`src/rtl/irqsum_pkg.sv`:
```
package irqsum_pkg;

   typedef enum logic [1:0] {
      ADDR_SUM_LO = 2'd0,
      ADDR_SUM_HI = 2'd1,
      ADDR_MASTER = 2'd2,
      ADDR_RSVD   = 2'd3
   } irqsum_addr_e;

   localparam int unsigned REG_W_DEF      = 32;
   localparam int unsigned EOI_POS_DEF    = 29;
   localparam int unsigned MAX_SUM_WORDS  = 2;

endpackage

```
`src/rtl/irqsum_group_or.sv`:
```
module irqsum_group_or #(
   parameter int unsigned NUM_GROUPS     = 46,
   parameter int unsigned PINS_PER_GROUP = 4,
   parameter bit          REG_SUMMARY    = 1'b1,
   localparam int unsigned NUM_PINS      = NUM_GROUPS * PINS_PER_GROUP
) (
   input  logic                  clk,
   input  logic                  rst_n,
   input  logic [NUM_PINS-1:0]   pend_i,
   output logic [NUM_GROUPS-1:0] sum_o
);

   logic [NUM_GROUPS-1:0] grp_hit;

   initial begin
      if (NUM_GROUPS < 1) $error("NUM_GROUPS must be at least 1");
      if (PINS_PER_GROUP < 1) $error("PINS_PER_GROUP must be at least 1");
   end

   for (genvar g = 0; g < NUM_GROUPS; g++) begin : g_grp
      assign grp_hit[g] = |pend_i[g*PINS_PER_GROUP +: PINS_PER_GROUP];
   end

   if (REG_SUMMARY) begin : g_reg
      logic [NUM_GROUPS-1:0] sum_q;
      always_ff @(posedge clk or negedge rst_n) begin
         if (!rst_n) sum_q <= '0;
         else        sum_q <= grp_hit;
      end
      assign sum_o = sum_q;
   end else begin : g_comb
      assign sum_o = grp_hit;
   end

endmodule

```
`src/rtl/irqsum_regview.sv`:
```
module irqsum_regview
   import irqsum_pkg::*;
#(
   parameter int unsigned NUM_GROUPS = 46,
   parameter int unsigned REG_W      = REG_W_DEF,
   localparam int unsigned NUM_WORDS = (NUM_GROUPS + REG_W - 1) / REG_W,
   localparam int unsigned PAD_W     = NUM_WORDS * REG_W
) (
   input  logic [NUM_GROUPS-1:0] sum_i,
   input  logic [1:0]            addr_i,
   output logic [REG_W-1:0]      rdata_o
);

   logic [PAD_W-1:0] sum_pad;

   initial begin
      if (NUM_WORDS > MAX_SUM_WORDS) $error("summary does not fit the address map");
   end

   assign sum_pad = PAD_W'(sum_i);

   always_comb begin
      rdata_o = '0;
      for (int w = 0; w < NUM_WORDS; w++) begin
         if (int'(addr_i) == w) rdata_o = sum_pad[w*REG_W +: REG_W];
      end
   end

endmodule

```
`src/rtl/irqsum_line_ctrl.sv`:
```
module irqsum_line_ctrl (
   input  logic clk,
   input  logic rst_n,
   input  logic sum_any_i,
   input  logic eoi_i,
   output logic irq_o
);

   logic irq_q;

   always_ff @(posedge clk or negedge rst_n) begin
      if (!rst_n)                  irq_q <= 1'b0;
      else if (eoi_i)              irq_q <= 1'b0;
      else if (!irq_q && sum_any_i) irq_q <= 1'b1;
   end

   assign irq_o = irq_q;

   // the line only rises when the summary was non-empty
   assert_rise_has_cause_R6: assert property (@(posedge clk) disable iff (!rst_n)
      $rose(irq_q) |-> $past(sum_any_i));

   // the line holds until an EOI arrives
   assert_hold_until_eoi_R6: assert property (@(posedge clk) disable iff (!rst_n)
      (irq_q && !eoi_i) |=> irq_q);

   // an EOI releases the line
   assert_eoi_release_R7: assert property (@(posedge clk) disable iff (!rst_n)
      eoi_i |=> !irq_q);

   // a pending summary at release brings the line straight back
   assert_rearm_refire_R8: assert property (@(posedge clk) disable iff (!rst_n)
      ($fell(irq_q) && sum_any_i && !eoi_i) |=> irq_q);

endmodule

```
`src/rtl/irqsum_top.sv`:
```
module irqsum_top
   import irqsum_pkg::*;
#(
   parameter int unsigned NUM_GROUPS     = 46,
   parameter int unsigned PINS_PER_GROUP = 4,
   parameter int unsigned REG_W          = REG_W_DEF,
   parameter int unsigned EOI_POS        = EOI_POS_DEF,
   parameter bit          REG_SUMMARY    = 1'b1,
   localparam int unsigned NUM_PINS      = NUM_GROUPS * PINS_PER_GROUP,
   localparam int unsigned HI_BITS       = (NUM_GROUPS > REG_W) ? NUM_GROUPS - REG_W : 0
) (
   input  logic                clk,
   input  logic                rst_n,
   input  logic [NUM_PINS-1:0] pin_pending_i,
   input  logic                reg_wr_i,
   input  logic [1:0]          reg_addr_i,
   input  logic [REG_W-1:0]    reg_wdata_i,
   output logic [REG_W-1:0]    reg_rdata_o,
   output logic                irq_o
);

   logic [NUM_GROUPS-1:0] sum;
   logic                  eoi;

   initial begin
      if (EOI_POS >= REG_W) $error("EOI_POS outside the master register");
      if (HI_BITS >= REG_W) $error("summary exceeds two windows");
   end

   irqsum_group_or #(
      .NUM_GROUPS    (NUM_GROUPS),
      .PINS_PER_GROUP(PINS_PER_GROUP),
      .REG_SUMMARY   (REG_SUMMARY)
   ) u_or (
      .clk   (clk),
      .rst_n (rst_n),
      .pend_i(pin_pending_i),
      .sum_o (sum)
   );

   irqsum_regview #(
      .NUM_GROUPS(NUM_GROUPS),
      .REG_W     (REG_W)
   ) u_view (
      .sum_i  (sum),
      .addr_i (reg_addr_i),
      .rdata_o(reg_rdata_o)
   );

   assign eoi = reg_wr_i && (reg_addr_i == ADDR_MASTER) && reg_wdata_i[EOI_POS];

   irqsum_line_ctrl u_line (
      .clk      (clk),
      .rst_n    (rst_n),
      .sum_any_i(|sum),
      .eoi_i    (eoi),
      .irq_o    (irq_o)
   );

   // unused upper bits of the high window stay zero
   assert_hi_pad_zero_R4: assert property (@(posedge clk) disable iff (!rst_n)
      (reg_addr_i == ADDR_SUM_HI) |-> ((reg_rdata_o >> HI_BITS) == '0));

   // the master register never reads back a one
   assert_master_zero_R9: assert property (@(posedge clk) disable iff (!rst_n)
      (reg_addr_i == ADDR_MASTER) |-> (reg_rdata_o == '0));

   // line is quiet on the first cycle out of reset
   assert_reset_quiet_R1: assert property (@(posedge clk) disable iff (!rst_n)
      $rose(rst_n) |-> !irq_o);

endmodule

```
`config.mk`:
```
export PLATFORM = sky130hd
export DESIGN_NAME = irqsum_top
export DESIGN_NICKNAME = d
export VERILOG_FILES = /design/src/rtl/irqsum_pkg.sv /design/src/rtl/irqsum_group_or.sv /design/src/rtl/irqsum_regview.sv /design/src/rtl/irqsum_line_ctrl.sv /design/src/rtl/irqsum_top.sv
export SDC_FILE = /design/constraint.sdc
export NUM_CORES = 1
export LEC_CHECK = 0
export ABC_CLOCK_PERIOD_IN_PS = 3600
export CAP_MARGIN = 40
export CORE_AREA = 2 2 99 101
export DETAILED_ROUTE_END_ITERATION = 10
export DIE_AREA = 0 0 101 103
export GPL_TIMING_DRIVEN = 0
export PLACE_DENSITY = 0.7
export REMOVE_ABC_BUFFERS = 1
export SLEW_MARGIN = 20
export SYNTH_ARGS = -nofsm -noshare
export SYNTH_HDL_FRONTEND = slang
export SYNTH_SLANG_ARGS = --single-unit
```
`constraint.sdc`:
```
create_clock -name clk -period 3.6 [get_ports clk]
set_clock_uncertainty 0.2 [all_clocks]
set_input_delay 1.08 -clock clk [delete_from_list [all_inputs] [get_ports clk]]
set_output_delay 1.08 -clock clk [all_outputs]
set_load 0.1 [all_outputs]
```
# [Yosys cells after proc, flatten, opt, wreduce, memory -nomap -nowiden]
# Cells that the tools add are included.
[totals] regBits=47 latchBits=0 ramBits=0 romBits=0 inputBits=221 output_inout_bits=33 wordCells=61 mem_count=0
[classes] addsub=0 mul=0 div=0 n_lt_le_gt_ge=0 n_eq_ne=2 shifts=0 muxes=4 n_bitwise=0 n_reduce_logical=53
[ops] operator="4-bit OR reduction" count=46
[ops] operator="32-bit two-way mux" count=2
[ops] operator="46-bit OR reduction" count=1
[ops] operator="2-bit == test, second input constant" count=2
[ops] operator="1-bit logical AND" count=3
[ops] operator="2-bit logical NOT" count=1
[ops] operator="1-bit two-way mux" count=2
[ops] operator="2-bit nonzero test" count=1
[ops] operator="1-bit logical NOT" count=1

# [Longest topological paths before layout]
[logic_depth] ltp_word=4 mapped_depth=4 depth_no_buf=3

# [Cells and area by module]
# A second synthesis with hierarchy kept.
[unflattened] cells_unflattened=162 area_unflattened_um2=2004.4
[by_module_without_submodules] mod="irqsum_group_or" instances=1 cells_per_inst=92 area_each_um2=1496.4 seq_area_each_um2=1151.1
[by_module_without_submodules] mod="irqsum_regview" instances=1 cells_per_inst=51 area_each_um2=359.1 seq_area_each_um2=0.0
[by_module_without_submodules] mod="irqsum_top" instances=1 cells_per_inst=17 area_each_um2=113.9 seq_area_each_um2=0.0
[by_module_without_submodules] mod="irqsum_line_ctrl" instances=1 cells_per_inst=2 area_each_um2=35.0 seq_area_each_um2=25.0

# [Worst setup path before layout]
# No wires, ideal clock.
[synth_path] path_kind="input to output" start="input port reg_addr_i[0]" end="output port reg_rdata_o[10]" t_arrival_ns=2.794 path_slack_ns=-0.474 cell_stages=4 path_cell_list="buf_4 buf_4 mux2i_1 nor2_1"
[synth_between] elab_chain_cells=3
[synth_lines] element="start: declaration" line_no="irqsum_top.sv:16" source="input logic [1:0] reg_addr_i,"
[synth_lines] element="2-bit logical NOT" line_no="irqsum_regview.sv:25" source="if (int'(addr_i) == w) rdata_o = sum_pad[w*REG_W +: REG_W];"
[synth_lines] element="32-bit two-way mux" line_no="irqsum_regview.sv:25"
[synth_lines] element="32-bit two-way mux *" line_no="irqsum_regview.sv:25"
[synth_lines] element="end: declaration" line_no="irqsum_top.sv:18" source="output logic [REG_W-1:0] reg_rdata_o,"
# Mark *: on every way between the ends. The rest lies on a longest branch, timed or not.

# [Worst setup path after layout]
[layout_path] start="input port reg_addr_i[0]" end="output port reg_rdata_o[9]"
# The elaborated chain is that of the path after synthesis.

==> impl_metrics.csv <==
group,metric,value,unit
detailed_routing,drc,0,
worst_setup_path,worstReg2RegStart,"u_or.sum_o[42]$_DFF_PN0_",
run_status,status,"complete, no violations",
run,cap_viol_max_count,0,
worst_setup_path,crit_path_end,"reg_rdata_o[9]",
worst_setup_path,critPathRequiredTime,2320,ps
timing,relSlewSlack,62.9,%
timing,worstMarginPinSlew,557,ps
final_layout,nFillCells,810,
detailed_routing,wl_per_cell,16.1,um
final_layout,fin_util,52.3,%
pwr,peakVddDrop,119,uV
grt,grt_pass1_vias,2453,
grt,track_usage,15.5,%
worst_setup_path,r2r-end,"u_line.irq_o$_DFFE_PN0P_",
synth,syn_avg_cell_area,12.4,um^2
pwr,clockPowerShare,21.1,%
timing,finalSetupViolCount,0,
timing,min_period,3530,ps
grt,grt_pass1_wl,12100,um
grt,gr-total-overflow,0,
floorplan,dieArea,10400,um^2
min_path,hp-class,"register to register",
worst_setup_path,start_kind,"input port",
synth,ys_seq_area_share,58.7,%
floorplan,io_pins,254,
pwr,p_switching,409,uW
synth,yosys_warnings,0,
synth,synth_top_family_by_area,"simple AND/OR/NAND/NOR gates",
final_layout,antennaDiodeCount,0,
floorplan,rows,36,
worst_setup_path,arrival,2250,ps
clock_tree,cts_inserted_buffers,5,
clock_tree,htreeDepth,2,
worst_setup_path,critPathCaptureType,"output port",
floorplan,dieWidth,101,um
detailed_routing,drt_iter0_drc,32,
grt,grtUsageMet2,29.6,%
synth,synth_area_leaders,"dfrtp_1, or4_1, mux2i_1, and2_1, nor2_1",
synth,ys_seq_elements,47,
floorplan,die_h,103,um
synth,synth_fa_ha_area_share,0,%
worst_setup_path,setup.reg_to_reg.worst_slack,1980,ps
floorplan,core,9460,um^2
pwr,power.share.combinational,39.4,%
detailed_routing,route.antenna.remaining_nets,0,
grt,antenna_found_initial,0,
pwr,power,1.39,mW
detailed_routing,routed_wl,8250,um
final_layout,multiInputGateArea,798,um^2
placed_design,place_ws,-1080,ps
timing,min_period_over_period,98.0,%
synth,netlist_area,2000,um^2
final_layout,stdcell_count,512,
worst_setup_path,rr_worst_depth,3,
pwr,leakagePower,1.81,nW
pwr,powerDensity,280,nW/um^2
pwr,p_int,977,uW
worst_setup_path,cp-startpoint,"reg_addr_i[0]",
worst_setup_path,critPathKind,"input port to output port",
detailed_routing,drt-vias-per-instance,4.47,
final_layout,synthToLayoutAreaGrowth,147,%
grt,grt_max_degree,26,
clock_tree,clock_path_buffers,2,
worst_setup_path,path_max_fanout,7,
min_path,whs_path_depth,3,
clock_tree,clock_latency,280,ps
synth,muxShareOfSynthArea,7.00,%
pwr,seq_power_share,39.6,%
synth,syn_inst,162,
synth,yosysTopAreaCellShare,58.7,%
timing,fmaxAchievable,283,MHz
timing,rsz0062_at_grt,"false",
clock_tree,clock_sinks,47,
grt,busiest_layer,"met2",
synth,synth_top_area_cell,"dfrtp_1",
synth,synth_xor_area_share,0,%
grt,grt.met3_usage,3.59,%
grt,met1_usage,17.1,%
final_layout,final_nets,618,
detailed_routing,vias,2289,
detailed_routing,drt_pass1_iterations,4,
timing,layout_setup_ws,72.6,ps
floorplan,initial_core_util,21.2,%
synth,synth.distinct_cells,16,
final_layout,drive_gt1_share,13.3,%
synth,synth-simple-area-share,32.4,%
timing,totalNegativeSetupSlack,0,ps
pwr,switching_share,29.5,%
placed_design,dp_cells,528,
clock_tree,cts_root_buf,"clkbuf_8",
clock_tree,path_clk_slew,80,ps
timing,drv_slew,0,
placed_design,dp_hpwl,7370,um
timing,final-hold-violation-count,0,
synth,synth_compound_area_share,0.437,%
placed_design,numPortBuffers,222,
clock_tree,cts_tree,"built",
final_layout,register_area,1180,um^2
placed_design,gp_congestion,0.752,
per-stage QoR:
stage	cell area [um^2]	hold slack, ps
floorplan	1970	351
global placement	4340	398
detailed placement	5050	410
CTS	4960	427
global route	4950	473
finish	4950	418
per-layer routing:
metal | vias up | wire [um]
li1 | 1096 | -
met1 | 1083 | 2810
met2 | 99 | 4830
met3 | 11 | 497
met4 | 0 | 120
met5 | - | 0
state kept, by name, indices dropped and copies added, names as in the netlist:
register,flops
u_or.sum_o,46
u_line.irq_o,1
worst max-delay path: stages:
cell             delay [ps]
buf_4                   160
mux2i_1                 120
nor2_1                   90
clkdlybuf4s50_1         590
buf_16                  200
worst min-delay path by stage:
stage / endpoint / from
after floorplan: u_line.irq_o$_DFFE_PN0P_ / u_or.sum_o[1]$_DFF_PN0_
after global placement: u_line.irq_o$_DFFE_PN0P_ / u_or.sum_o[3]$_DFF_PN0_
after detailed placement: u_line.irq_o$_DFFE_PN0P_ / u_or.sum_o[3]$_DFF_PN0_
after CTS: u_line.irq_o$_DFFE_PN0P_ / u_or.sum_o[3]$_DFF_PN0_
after global routing: u_line.irq_o$_DFFE_PN0P_ / u_or.sum_o[3]$_DFF_PN0_
final: u_line.irq_o$_DFFE_PN0P_ / u_or.sum_o[3]$_DFF_PN0_
area by class of cell:
class | count | share of cell area [%]
multi-input cells | 110 | 16.1
well taps | 114 | 2.88
clock inverters | 1 | 0.101
clock buffers | 7 | 1.54
flip-flops and latches | 47 | 23.8
repair buffers | 233 | 55.6
kinds of logic (layout without fill, tap and decap cells):
logic type | count (synthesis) | count (layout)
buf+inv | 5 | 241
simple gates | 95 | 95
flops | 47 | 47
mux | 14 | 14
compound gates | 1 | 1
power by group through the flow:
stage / sequential [mW] / combinational, mW / clock, mW
4_1_cts: 0.549 / 0.552 / 0.312
3_5_place_dp: 0.559 / 0.567 / 0
3_3_place_gp: 0.559 / 0.456 / 0
5_1_grt: 0.551 / 0.570 / 0.335
6_report: 0.549 / 0.545 / 0.292
2_1_floorplan: 0.559 / 0.190 / 0
cell usage after synthesis, drive strengths merged:
cell	instances
and2	18
buf	3
clkbuf	2
dfrtp	47
mux2i	14
nand4	3
nand4b	1
nor2	15
nor3	1
nor4	11
o31a	1
or4	46
placed cells by master (no fill, tap or decap), types with 2 or more instances in the layout:
cell type and count:
buf_16 15, buf_2 2, buf_8 5, dfrtp_1 47
nor4_1 7, mux2i_1 14, clkbuf_8 5, buf_12 15
nor2_1 14, nor4_2 4, and2_1 17, nand4_1 3
clkbuf_1 2, buf_4 4, clkdlybuf4s50_1 192, or4_1 46
what timing repair did:
item	4_1_cts	5_1_grt
endpoints found under the hold margin	0	0
setup endpoints to repair	32	1
pin swaps	1	0
resized for setup	27	0
hold buffers	0	0
cloned	0	0
setup buffers	3	0
No activity file was read; power rests on OpenSTA's default activity.
